[src/rtl/pktChanSeqPkg.sv]
package pktChanSeqPkg;

  localparam logic [7:0] CMD_INIT   = 8'h00;
  localparam logic [7:0] CMD_TX_BEG = 8'h01;
  localparam logic [7:0] CMD_RX_CMP = 8'h02;
  localparam logic [7:0] CMD_DUMMY  = 8'hFF;

  // strobes from control to datapath, all single-cycle
  typedef struct packed {
    logic setActive;
    logic setChan;
    logic clrChan;
    logic loadVer;
    logic wrStatus;
    logic wrDummy;
    logic wrRxCmp;
    logic wrTxBeg;
    logic incErr;
  } dpStrobe_t;

  typedef enum logic {
    PUB_IDLE,
    PUB_DUMMY
  } pubState_t;

endpackage

[src/rtl/pktChanSeqData.sv]
module pktChanSeqData
  import pktChanSeqPkg::*;
#(
  parameter int VER_W       = 16,
  parameter int SIZE_W      = 16,
  parameter int ERR_W       = 8,
  parameter int LOC_VER_MIN = 1,
  parameter int LOC_VER_CUR = 2,
  parameter int BTU_SIZE    = 64
) (
  input  logic              clk,
  input  logic              rstN,
  input  dpStrobe_t         stb,
  input  logic [VER_W-1:0]  hostVerMin,
  input  logic [VER_W-1:0]  hostVerCur,
  input  logic [SIZE_W-1:0] hostRxSize,
  output logic              bmcActive,
  output logic              chanActive,
  output logic              verOk,
  output logic              statusWrEn,
  output logic [7:0]        statusWrData,
  output logic              odrWrEn,
  output logic [7:0]        odrWrData,
  output logic [VER_W-1:0]  negVer,
  output logic [SIZE_W-1:0] xferSize,
  output logic [ERR_W-1:0]  errCount
);

  localparam logic [VER_W-1:0]  LocMin  = VER_W'(LOC_VER_MIN);
  localparam logic [VER_W-1:0]  LocCur  = VER_W'(LOC_VER_CUR);
  localparam logic [VER_W-1:0]  VerOne  = VER_W'(1);
  localparam logic [SIZE_W-1:0] BtuSize = SIZE_W'(BTU_SIZE);
  localparam logic [ERR_W-1:0]  ErrMax  = '1;

  logic [VER_W-1:0]  verCand;
  logic [SIZE_W-1:0] sizeCand;

  // candidate version: lower of both current versions, checked against minima
  always_comb begin
    verCand = (LocCur < hostVerCur) ? LocCur : hostVerCur;
    verOk   = (verCand != '0) && (verCand >= LocMin) && (verCand >= hostVerMin);
    if (verCand == VerOne) begin
      sizeCand = BtuSize;
    end else begin
      sizeCand = (hostRxSize > BtuSize) ? hostRxSize : BtuSize;
    end
  end

  always_ff @(posedge clk or negedge rstN) begin
    if (!rstN) begin
      bmcActive  <= 1'b0;
      chanActive <= 1'b0;
      negVer     <= '0;
      xferSize   <= '0;
      errCount   <= '0;
    end else begin
      if (stb.setActive) bmcActive <= 1'b1;
      if (stb.setChan) begin
        chanActive <= 1'b1;
      end else if (stb.clrChan) begin
        chanActive <= 1'b0;
      end
      if (stb.loadVer) begin
        negVer   <= verOk ? verCand : '0;
        xferSize <= verOk ? sizeCand : '0;
      end
      if (stb.incErr && (errCount != ErrMax)) errCount <= errCount + 1'b1;
    end
  end

  // mailbox write port
  always_comb begin
    statusWrEn   = stb.wrStatus;
    statusWrData = {bmcActive, chanActive, 6'b000000};
    odrWrEn      = stb.wrDummy | stb.wrRxCmp | stb.wrTxBeg;
    if (stb.wrRxCmp) begin
      odrWrData = CMD_RX_CMP;
    end else if (stb.wrTxBeg) begin
      odrWrData = CMD_TX_BEG;
    end else begin
      odrWrData = CMD_DUMMY;
    end
  end

endmodule

[src/rtl/pktChanSeqCtrl.sv]
module pktChanSeqCtrl
  import pktChanSeqPkg::*;
(
  input  logic       clk,
  input  logic       rstN,
  input  logic       ctrlReady,
  input  logic       hostCmdValid,
  input  logic [7:0] hostCmdByte,
  input  logic       txPktReady,
  input  logic       rxDone,
  input  logic       obfFull,
  input  logic       bmcActive,
  input  logic       chanActive,
  input  logic       verOk,
  output dpStrobe_t  stb,
  output logic       txAreaFree,
  output logic       rxAreaHeld
);

  pubState_t pubState, pubStateNext;
  logic pendStatus, pendRx, pendTx;
  logic isInit, isTxBeg, isRxCmp, chanUp, statusChange;
  logic takeTx, releaseRx;

  assign isInit  = hostCmdValid && (hostCmdByte == CMD_INIT);
  assign isTxBeg = hostCmdValid && (hostCmdByte == CMD_TX_BEG);
  assign isRxCmp = hostCmdValid && (hostCmdByte == CMD_RX_CMP);
  assign chanUp  = bmcActive && chanActive;

  assign takeTx    = txPktReady && txAreaFree && chanUp;
  assign releaseRx = rxDone && rxAreaHeld;

  always_comb begin
    stb          = '0;
    pubStateNext = pubState;

    stb.setActive = ctrlReady && !bmcActive;
    if (isInit && bmcActive) begin
      stb.loadVer = 1'b1;
      stb.setChan = verOk;
      stb.clrChan = !verOk;
    end
    stb.incErr = (isTxBeg || isRxCmp) && !chanUp;

    statusChange = stb.setActive ||
                   (stb.setChan && !chanActive) ||
                   (stb.clrChan && chanActive);

    // publisher: status then filler; commands in priority order
    unique case (pubState)
      PUB_IDLE: begin
        if (pendStatus) begin
          stb.wrStatus = 1'b1;
          pubStateNext = PUB_DUMMY;
        end else if (!obfFull && pendRx) begin
          stb.wrRxCmp = 1'b1;
        end else if (!obfFull && pendTx) begin
          stb.wrTxBeg = 1'b1;
        end
      end
      PUB_DUMMY: begin
        if (!obfFull) begin
          stb.wrDummy  = 1'b1;
          pubStateNext = PUB_IDLE;
        end
      end
      default: pubStateNext = PUB_IDLE;
    endcase
  end

  always_ff @(posedge clk or negedge rstN) begin
    if (!rstN) begin
      pubState   <= PUB_IDLE;
      pendStatus <= 1'b0;
      pendRx     <= 1'b0;
      pendTx     <= 1'b0;
      txAreaFree <= 1'b1;
      rxAreaHeld <= 1'b0;
    end else begin
      pubState   <= pubStateNext;
      pendStatus <= (pendStatus && !stb.wrStatus) || statusChange;

      if (stb.loadVer) begin
        txAreaFree <= 1'b1;
        pendTx     <= 1'b0;
      end else begin
        if (isRxCmp && chanUp) begin
          txAreaFree <= 1'b1;
        end else if (takeTx) begin
          txAreaFree <= 1'b0;
        end
        if (takeTx) begin
          pendTx <= 1'b1;
        end else if (stb.wrTxBeg) begin
          pendTx <= 1'b0;
        end
      end

      if (stb.loadVer) begin
        rxAreaHeld <= 1'b0;
        pendRx     <= 1'b0;
      end else begin
        if (isTxBeg && chanUp) begin
          rxAreaHeld <= 1'b1;
        end else if (releaseRx) begin
          rxAreaHeld <= 1'b0;
        end
        if (releaseRx) begin
          pendRx <= 1'b1;
        end else if (stb.wrRxCmp) begin
          pendRx <= 1'b0;
        end
      end
    end
  end

endmodule

[src/rtl/pktChanSeq.sv]
module pktChanSeq
  import pktChanSeqPkg::*;
#(
  parameter int VER_W       = 16,
  parameter int SIZE_W      = 16,
  parameter int ERR_W       = 8,
  parameter int LOC_VER_MIN = 1,
  parameter int LOC_VER_CUR = 2,
  parameter int BTU_SIZE    = 64
) (
  input  logic              clk,
  input  logic              rstN,
  input  logic              ctrlReady,
  input  logic              hostCmdValid,
  input  logic [7:0]        hostCmdByte,
  input  logic [VER_W-1:0]  hostVerMin,
  input  logic [VER_W-1:0]  hostVerCur,
  input  logic [SIZE_W-1:0] hostRxSize,
  input  logic              obfFull,
  output logic              statusWrEn,
  output logic [7:0]        statusWrData,
  output logic              odrWrEn,
  output logic [7:0]        odrWrData,
  output logic              txAreaFree,
  input  logic              txPktReady,
  output logic              rxAreaHeld,
  input  logic              rxDone,
  output logic              channelUp,
  output logic [VER_W-1:0]  negVer,
  output logic [SIZE_W-1:0] xferSize,
  output logic [ERR_W-1:0]  errCount
);

  dpStrobe_t stb;
  logic bmcActive, chanActive, verOk;

  pktChanSeqCtrl ctrl_i (
    .clk          (clk),
    .rstN         (rstN),
    .ctrlReady    (ctrlReady),
    .hostCmdValid (hostCmdValid),
    .hostCmdByte  (hostCmdByte),
    .txPktReady   (txPktReady),
    .rxDone       (rxDone),
    .obfFull      (obfFull),
    .bmcActive    (bmcActive),
    .chanActive   (chanActive),
    .verOk        (verOk),
    .stb          (stb),
    .txAreaFree   (txAreaFree),
    .rxAreaHeld   (rxAreaHeld)
  );

  pktChanSeqData #(
    .VER_W       (VER_W),
    .SIZE_W      (SIZE_W),
    .ERR_W       (ERR_W),
    .LOC_VER_MIN (LOC_VER_MIN),
    .LOC_VER_CUR (LOC_VER_CUR),
    .BTU_SIZE    (BTU_SIZE)
  ) data_i (
    .clk          (clk),
    .rstN         (rstN),
    .stb          (stb),
    .hostVerMin   (hostVerMin),
    .hostVerCur   (hostVerCur),
    .hostRxSize   (hostRxSize),
    .bmcActive    (bmcActive),
    .chanActive   (chanActive),
    .verOk        (verOk),
    .statusWrEn   (statusWrEn),
    .statusWrData (statusWrData),
    .odrWrEn      (odrWrEn),
    .odrWrData    (odrWrData),
    .negVer       (negVer),
    .xferSize     (xferSize),
    .errCount     (errCount)
  );

  assign channelUp = bmcActive && chanActive;

endmodule

[config.mk]
export PLATFORM = sky130hd
export DESIGN_NAME = pktChanSeq
export DESIGN_NICKNAME = d
export VERILOG_FILES = /design/src/rtl/pktChanSeqPkg.sv /design/src/rtl/pktChanSeqData.sv /design/src/rtl/pktChanSeqCtrl.sv /design/src/rtl/pktChanSeq.sv
export SDC_FILE = /design/constraint.sdc
export NUM_CORES = 1
export LEC_CHECK = 0
export BUFFER_PORTS_ARGS = -buffer_cell sky130_fd_sc_hd__buf_2
export CELL_PAD_IN_SITES_DETAIL_PLACEMENT = 0
export CELL_PAD_IN_SITES_GLOBAL_PLACEMENT = 2
export CORE_MARGIN = 3
export CORE_UTILIZATION = 24
export DETAILED_ROUTE_END_ITERATION = 10
export GPL_TIMING_DRIVEN = 0
export PLACE_DENSITY_LB_ADDON = 0.25
export SLEW_MARGIN = 30
export SYNTH_ARGS = -nofsm -noshare
export SYNTH_HDL_FRONTEND = slang
export SYNTH_SLANG_ARGS = --single-unit
[constraint.sdc]
create_clock -name clk -period 1.72 [get_ports clk]
set_input_delay 0.086 -clock clk [delete_from_list [all_inputs] [get_ports clk]]
set_output_delay 0.086 -clock clk [all_outputs]
set_load 0.005 [all_outputs]
---- Word-level counts from Yosys, hierarchy flattened ----
Cells that the tools add are included.
operators by class
  $add $sub $neg .......................... 1
  $lt $le $gt $ge ......................... 4
  equal/unequal tests ..................... 4
  muxes and demuxes ....................... 33
  bitwise logic cells ..................... 3
  reduce and logical (&&, ||, !) cells .... 37
operator list
  operator             number
  $mux 16              5
  $mux 1               22
  $logic_and 1x1->1    20
  $eq 16x1->1 const B  1
  $ge 16x1->1 const B  1
  $ge 16x16->1         1
  $gt 16x7->1 const B  1
  $lt 2x16->1 const A  1
  $mux 8               2
  $reduce_bool 16->1   1
  $reduce_bool 3->1    4
  $add 8x1->8 const B  1
  $eq 8x1->1 const B   1
  $eq 8x2->1 const B   1
  $logic_not 8->1      1
  $ne 8x8->1 const B   1
  $logic_not 1->1      6
  $logic_or 1x1->1     4
  $mux 2               2
  $mux 3               1
  $or 1x1->1           2
  $pmux 1 s2           1
  $reduce_bool 2->1    1
  $not 1->1            1
storage, ports and cells
  register bits after elaboration ......... 48
  bits of input ports ..................... 63

---- Depth between registers and ports, before layout ----
Gate-level depths: netlist (run 1).
  word-level depth ........................ 11
  gate-level depth with buffers ........... 12

---- By module ----
Synthesis (run 1) repeated with hierarchy kept, for this count alone.
unflattened totals
  cells, all modules ...................... 238
  area total of the unflattened synthesis .. 2526.2 µm²
by module, submodules not included
  module          instances  cells each  area an instance (µm²)
  pktChanSeqData  1          198         2137.0
  pktChanSeqCtrl  1          39          382.9
  pktChanSeq      1          1           6.3

---- Worst setup path before layout (run 1) ----
OpenSTA, ideal clock, no wires.
  kind .................................... input to register
  start ................................... input hostVerCur[12]
  end ..................................... register data_i.xferSize[10]
  library setup time ...................... 0.064 ns
  data arrival time ....................... 2.149 ns
  data required time ...................... 1.656 ns
  setup slack ............................. -0.492 ns
  stages on the path ...................... 12
  path buffers ............................ 1
  path through ............................ nor4_1 -> nand4_1 -> inv_1 -> nand2_1 -> ha_1 -> nor3b_1 -> o41ai_1 -> a22oi_1 -> a21oi_1 -> nor3b_4 -> buf_6 -> a22o_2
on the way
  longest elaborated chain between the ends .. 6
RTL lines
  element                                                   RTL line              text
  from (decl)                                               pktChanSeq.sv:17      input logic [VER_W-1:0] hostVerCur,
  $lt 2x16->1                                               pktChanSeqData.sv:40  verCand = (LocCur < hostVerCur) ? LocCur : hostVerCur;
  $mux 16 (*)                                               pktChanSeqData.sv:40
  $ge 16x1->1 / $reduce_bool 16->1 (equally long branches)  pktChanSeqData.sv:41  verOk = (verCand != '0) && (verCand >= LocMin) && (verCand >= hostVerMin);
  $logic_and 1x1->1 (2 in series)                           pktChanSeqData.sv:41
  $mux 16 (*)                                               pktChanSeqData.sv:65  xferSize <= verOk ? sizeCand : '0;
  to (signal assigned)                                      pktChanSeqData.sv:65
  to (decl)                                                 pktChanSeqData.sv:25  output logic [SIZE_W-1:0] xferSize,
Every way passes the cells marked *; elsewhere a longest branch is shown, timed or not.
A chain may end at the register's enable or synchronous reset.

---- Final worst setup path (run 1) ----
  start ................................... input hostVerCur[15]
  end ..................................... register data_i.xferSize[15]
Same word-level chain as after synthesis.

==> qor.csv, run 1 <==
metric;value;unit
grt_pass1_vias;2215;
initial_core_util;0.248;
p_int;1.81;mW
r2r-end;data_i.xferSize[10];
clock-sinks;48;
whs;0.0188;ns
dp_hpwl;5.03;mm
share_clk_of_total_power;0.359;
wl_per_cell;12.5;um
h-tree-depth;2;
instances_no_fill;536;
switching_share;0.233;
failed_checks;setup timing;
fin_area;3900;um2
drive_gt1_frac;0.514;
reg2regPathDepth;5;
synth-seq-cells;48;
core;9820;um2
max_cap_violations;0;
crit_path_start;hostVerCur[15];
final_max_slew_viol_count;0;
share_comb_of_total_power;0.149;
post_dp_cell_area;3330;um2
final_cell_mix;109 x buf_2, 47 x dfrtp_1, 33 x buf_4, 20 x inv_1, 19 x conb_1;
yosysSeqAreaShare;0.493;
setup_viol;20;
row_count;36;
layout_min_cycle_time;2.13;ns
hold_class;input pin to flop;
syn_inst;232;
peakVddDrop;0.000292;V
drt-initial-drc-count;51;
endpoint;data_i.xferSize[15];
gp_congestion;0.681;
seqPwrFrac;0.492;
cp.arrival;2.32;ns
switching_power;551;uW
cts_inserted_buffers;5;
status;finished with violations;
grt_pass1_wl;10.7;mm
rsz0062_at_grt;true;
max_freq;0.470;GHz
port_buffers;117;
hold_depth;2;
clkTransAtPathRegs;0.09;ns
ios;124;
cp-start-kind;input pin;
relSlewSlack;0.379;
rrSetupSlack;-0.19;ns
grt_start_max_net_pins;49;
routed_wl;6.73;mm
die_w;107;um
syn_avg_cell_area;10.5;um2
drc;0;
worstPathMaxFanout;5;
syn2layout_area_growth;59.8;%
nNetsFinal;481;
layout_commonest_cell;buf_2;
firstDrtPassIters;4;
die-area;11400;um2
worstSetupEndpointType;flop;
synth_top_area_share;0.482;
worstMarginPinSlew;0.931;ns
path_class;input pin to flop;
clock_skew;0.0107;ns
holdCritStartpoint;hostRxSize[11];
grt_overflow_total;0;
p_per_area;607;nW/um2
finalHoldViolations;0;
place_inst;500;
synth_largest_area_cell;dfrtp_1;
required;1.91;ns
fin_ws;-0.409;ns
power_leakage;2.11;nW
ant_nets;0;
root_buffer;clkbuf_8;
num_vias;2213;
cts_tree;built;
avgViaCountPerCell;4.13;
fp.dieH;107;um
yosysWarningCount;0;
fin_crit_sh;1.24;
track_usage;0.116;
n_antenna_cell;0;
worstSkewPairLatency;0.30;ns
netlist_area;2440;um2
synthTopCellsByArea;dfrtp_1 48%, ha_1 8.2%, buf_4 4.0%;
fin_util;0.397;
timing.rr.start;data_i.bmcActive;
antenna_found_initial;0;
yosysUniqueCellTypes;38;
cts_buffer_depth;2;
## power groups by stage
stage          clock, mW  combinational (mW)  sequential (mW)
6_report           0.849               0.353             1.16
5_1_grt            0.932               0.400             1.17
4_1_cts            0.883               0.331             1.16
3_5_place_dp           0               0.285             1.18
3_3_place_gp           0               0.281             1.19
2_1_floorplan          0               0.129             1.19
## worst min-delay path by stage
stage / to / slack (ns)
final: data_i.xferSize[11] / 0.02
after global routing: data_i.xferSize[1] / 0.002
after CTS: data_i.xferSize[1] / 0.006
after detailed placement: data_i.errCount[2] / 0.14
after global placement: data_i.bmcActive / 0.29
after floorplan: ctrl_i.pendRx / -0.21
## final cells by class
cell class                      count  area [um2]
Clock buffer                        6        82.6
Multi-Input combinational cell    163        1310
Buffer                             18         128
Clock inverter                      2        38.8
Fill cell                        1017        5920
Timing Repair Buffer              145         892
Inverter                           21        78.8
Sequential cell                    48        1200
Tap cell                          133         166
## worst max-delay path, cell delays in order
cell	delay, ns
buf_6	0.10
nor4_4	0.28
nand4_1	0.21
inv_2	0.13
buf_6	0.09
buf_4	0.09
buf_4	0.09
buf_4	0.09
buf_4	0.10
buf_4	0.10
buf_4	0.09
buf_4	0.09
buf_4	0.11
a21oi_4	0.03
nor3b_4	0.16
buf_6	0.14
buf_6	0.12
a22o_4	0.21
## Yosys cell counts, drive strengths merged
cell type / n
nor2b: 5
inv: 21
and2: 14
nand3b: 1
ha: 16
or4: 1
a21oi: 11
xor2: 4
or2: 1
o2bb2ai: 1
nor3: 4
mux2: 3
conb: 1
nor3b: 2
a221o: 1
nand4: 5
nand2: 17
nor4: 8
a21o: 1
a311oi: 1
nor2: 10
dfrtp: 47
xnor2: 4
buf: 15
nand3: 5
and4: 1
o21ai: 9
dfstp: 1
a22o: 15
o41ai: 1
a22oi: 2
a221oi: 1
clkbuf: 3
## per-layer routing
metal  share of wire  track usage  up-vias
met5               0            0        -
met4          0.0065       0.0228        0
met3           0.084       0.0397        4
met2            0.48        0.189       77
met1            0.43        0.151     1018
li1                -            -     1114
## metrics by stage
step                power [mW]  TNS [ns]  setup WS (ns)
finish                    2.37     -6.39         -0.409
global route              2.50     -9.33         -0.503
CTS                       2.38     -7.98         -0.488
detailed placement        1.47    -22.84          -1.14
global placement          1.47    -23.28          -1.12
floorplan                 1.31     -6.94         -0.463
## sequential cells by signal, indices dropped and copies added, names as in the netlist
register and flops:
ctrl_i.pendTx 1, data_i.errCount 8, data_i.xferSize 16, ctrl_i.pendStatus 1, ctrl_i.pendRx 1, data_i.negVer 16
ctrl_i.pubState 1, ctrl_i.rxAreaHeld 1, data_i.chanActive 1, ctrl_i.txAreaFree 1, data_i.bmcActive 1
## cell families after synthesis
group	after synthesis	share of synthesized area
compound gates	43	0.130
xor+xnor	8	0.0287
fa+ha+maj	16	0.0821
buf+inv	39	0.0836
flops	48	0.493
mux	3	0.0138
other cells	1	0.00154
simple gates	74	0.168
## timing repair
action / 4_1_cts / 5_1_grt
resized for setup: 31 / 18
hold buffers: 2 / 0
gates cloned: 1 / 0
buffers inserted: 21 / 8
hold endpoints to repair: 48 / 0
pin swaps: 21 / 10
setup endpoints to repair: 31 / 46
(Power assumes the default switching activity.)
==> inputs of run 2 (changes only) <==
Settings changed: PLACE_DENSITY_LB_ADDON 0.25 to 0.1.
==> run 2 against run 1 <==
Against the previous run:
- non-clock buffer count grew 12
- first-iteration DRC count did not move
- critical path type unchanged
- the flow still finishes with violations (setup timing)
- setup slack got worse by 0.084 ns
- power shrank 1.5%
- largest power group unchanged
==> qor.csv, run 2 (same netlist as run 1, synthesis figures left out) <==
metric;value;unit
finalHoldViolations;0;
setup_viol;20;
cts_inserted_buffers;5;
path_class;input pin to flop;
use_met1;0.171;
syn2layout_area_growth;65.4;%
required;1.96;ns
totalPowerFinal;2.33;mW
status;finished with violations;
final_cell_mix;105 x buf_2, 47 x buf_4, 47 x dfrtp_1, 20 x inv_1, 19 x conb_1;
die-area;11400;um2
n_antenna_cell;0;
top_usage_layer;met2;
grt_pass1_vias;2354;
gp_congestion;0.748;
antenna_found_initial;1;
crit_path_start;hostVerCur[12];
dp_hpwl;4.99;mm
worstSetupEndpointType;flop;
clock-sinks;48;
cp.arrival;2.45;ns
fp.dieH;107;um
h-tree-depth;2;
p_per_area;577;nW/um2
worstPathMaxFanout;2;
row_count;36;
clkTransAtPathRegs;0.09;ns
failed_checks;setup timing;
timing.rr.start;data_i.bmcActive;
grt_start_max_net_pins;49;
peakVddDrop;0.000294;V
power_leakage;2.21;nW
cts_buffer_depth;2;
grt_overflow_total;0;
max_freq;0.452;GHz
hold_class;input pin to flop;
track_usage;0.125;
initial_core_util;0.248;
root_buffer;clkbuf_8;
layout_min_cycle_time;2.21;ns
drt-initial-drc-count;51;
whs;0.0167;ns
post_dp_cell_area;3330;um2
nNetsFinal;493;
final_max_slew_viol_count;0;
fin_util;0.411;
reg2regPathDepth;5;
avgViaCountPerCell;4.16;
instances_no_fill;548;
drive_gt1_frac;0.535;
cp-start-kind;input pin;
wl_per_cell;12.8;um
setup-tns-final;-8.20;ns
worstMarginPinSlew;0.905;ns
fin_ws;-0.494;ns
rsz0062_at_grt;true;
max_cap_violations;0;
num_vias;2278;
hold_depth;2;
drc;0;
ios;124;
grt_pass1_wl;11.4;mm
place_ws;-1.14;ns
grt.met3_usage;0.0367;
firstDrtPassIters;4;
fin_crit_sh;1.29;
core;9820;um2
routed_wl;6.99;mm
ant_nets;0;
port_buffers;117;
die_w;107;um
grt.met2_usage;0.192;
top_regs;data_i.negVer x16, data_i.xferSize x16, data_i.errCount x8;
place_inst;500;
clock_skew;0.00465;ns
layout_commonest_cell;buf_2;
cts_tree;built;
relSlewSlack;0.392;
holdCritStartpoint;hostRxSize[0];
worstSkewPairLatency;0.29;ns
fin_area;4040;um2
## run 2: routing by layer
metal  wire (um)  vias to the layer above  share of wire
met5          13                        -         0.0019
met4         122                        2          0.017
met3         508                       13          0.073
met2        3170                       82           0.45
met1        3180                     1039           0.45
li1            -                     1142              -
## run 2: timing repair
item                                    4_1_cts  5_1_grt
pin swaps                                    20       11
cloned                                        1        0
resized for setup                            41       24
setup buffers                                32        8
hold endpoints to repair                     47        1
hold buffers                                  1        1
endpoints found under the setup margin       42       44
## run 2: final cells by class
class,instances,area (um2)
plain buffers,18,133
clock buffers,5,68.8
clock inverters,3,42.5
fillers,1041,5780
inverters,21,78.8
multi-input cells,163,1360
flip-flops and latches,48,1200
well taps,133,166
repair buffers,157,985
## run 2: worst paths after layout
| kind | slack, ns | to |
|---|---|---|
| max | -0.49 | data_i.negVer[0] |
| min | 0.02 | data_i.xferSize[0] |
| max reg2reg | -0.14 | data_i.xferSize[11] |
| min reg2reg | 0.49 | data_i.negVer[2] |
| max in group asynchronous | 0.94 | data_i.xferSize[10] |
| min in group asynchronous | 0.35 | ctrl_i.pendTx |
## run 2: where the power goes
| part | switching [mW] | internal [mW] |
|---|---|---|
| sequential | 0.0128 | 1.15 |
| clock | 0.380 | 0.431 |
| combinational | 0.167 | 0.190 |
## run 2: critical path, cell delays in order
cell and delay, ns:
buf_6 0.09, nor4_4 0.25, nand4_1 0.20, inv_2 0.11, buf_6 0.10, nand2_4 0.05, buf_4 0.13, buf_6 0.10
buf_4 0.12, buf_4 0.12, buf_4 0.12, buf_4 0.12, buf_4 0.12, buf_4 0.12, buf_4 0.13, buf_4 0.12
buf_4 0.13, a21oi_2 0.09, mux2_4 0.14
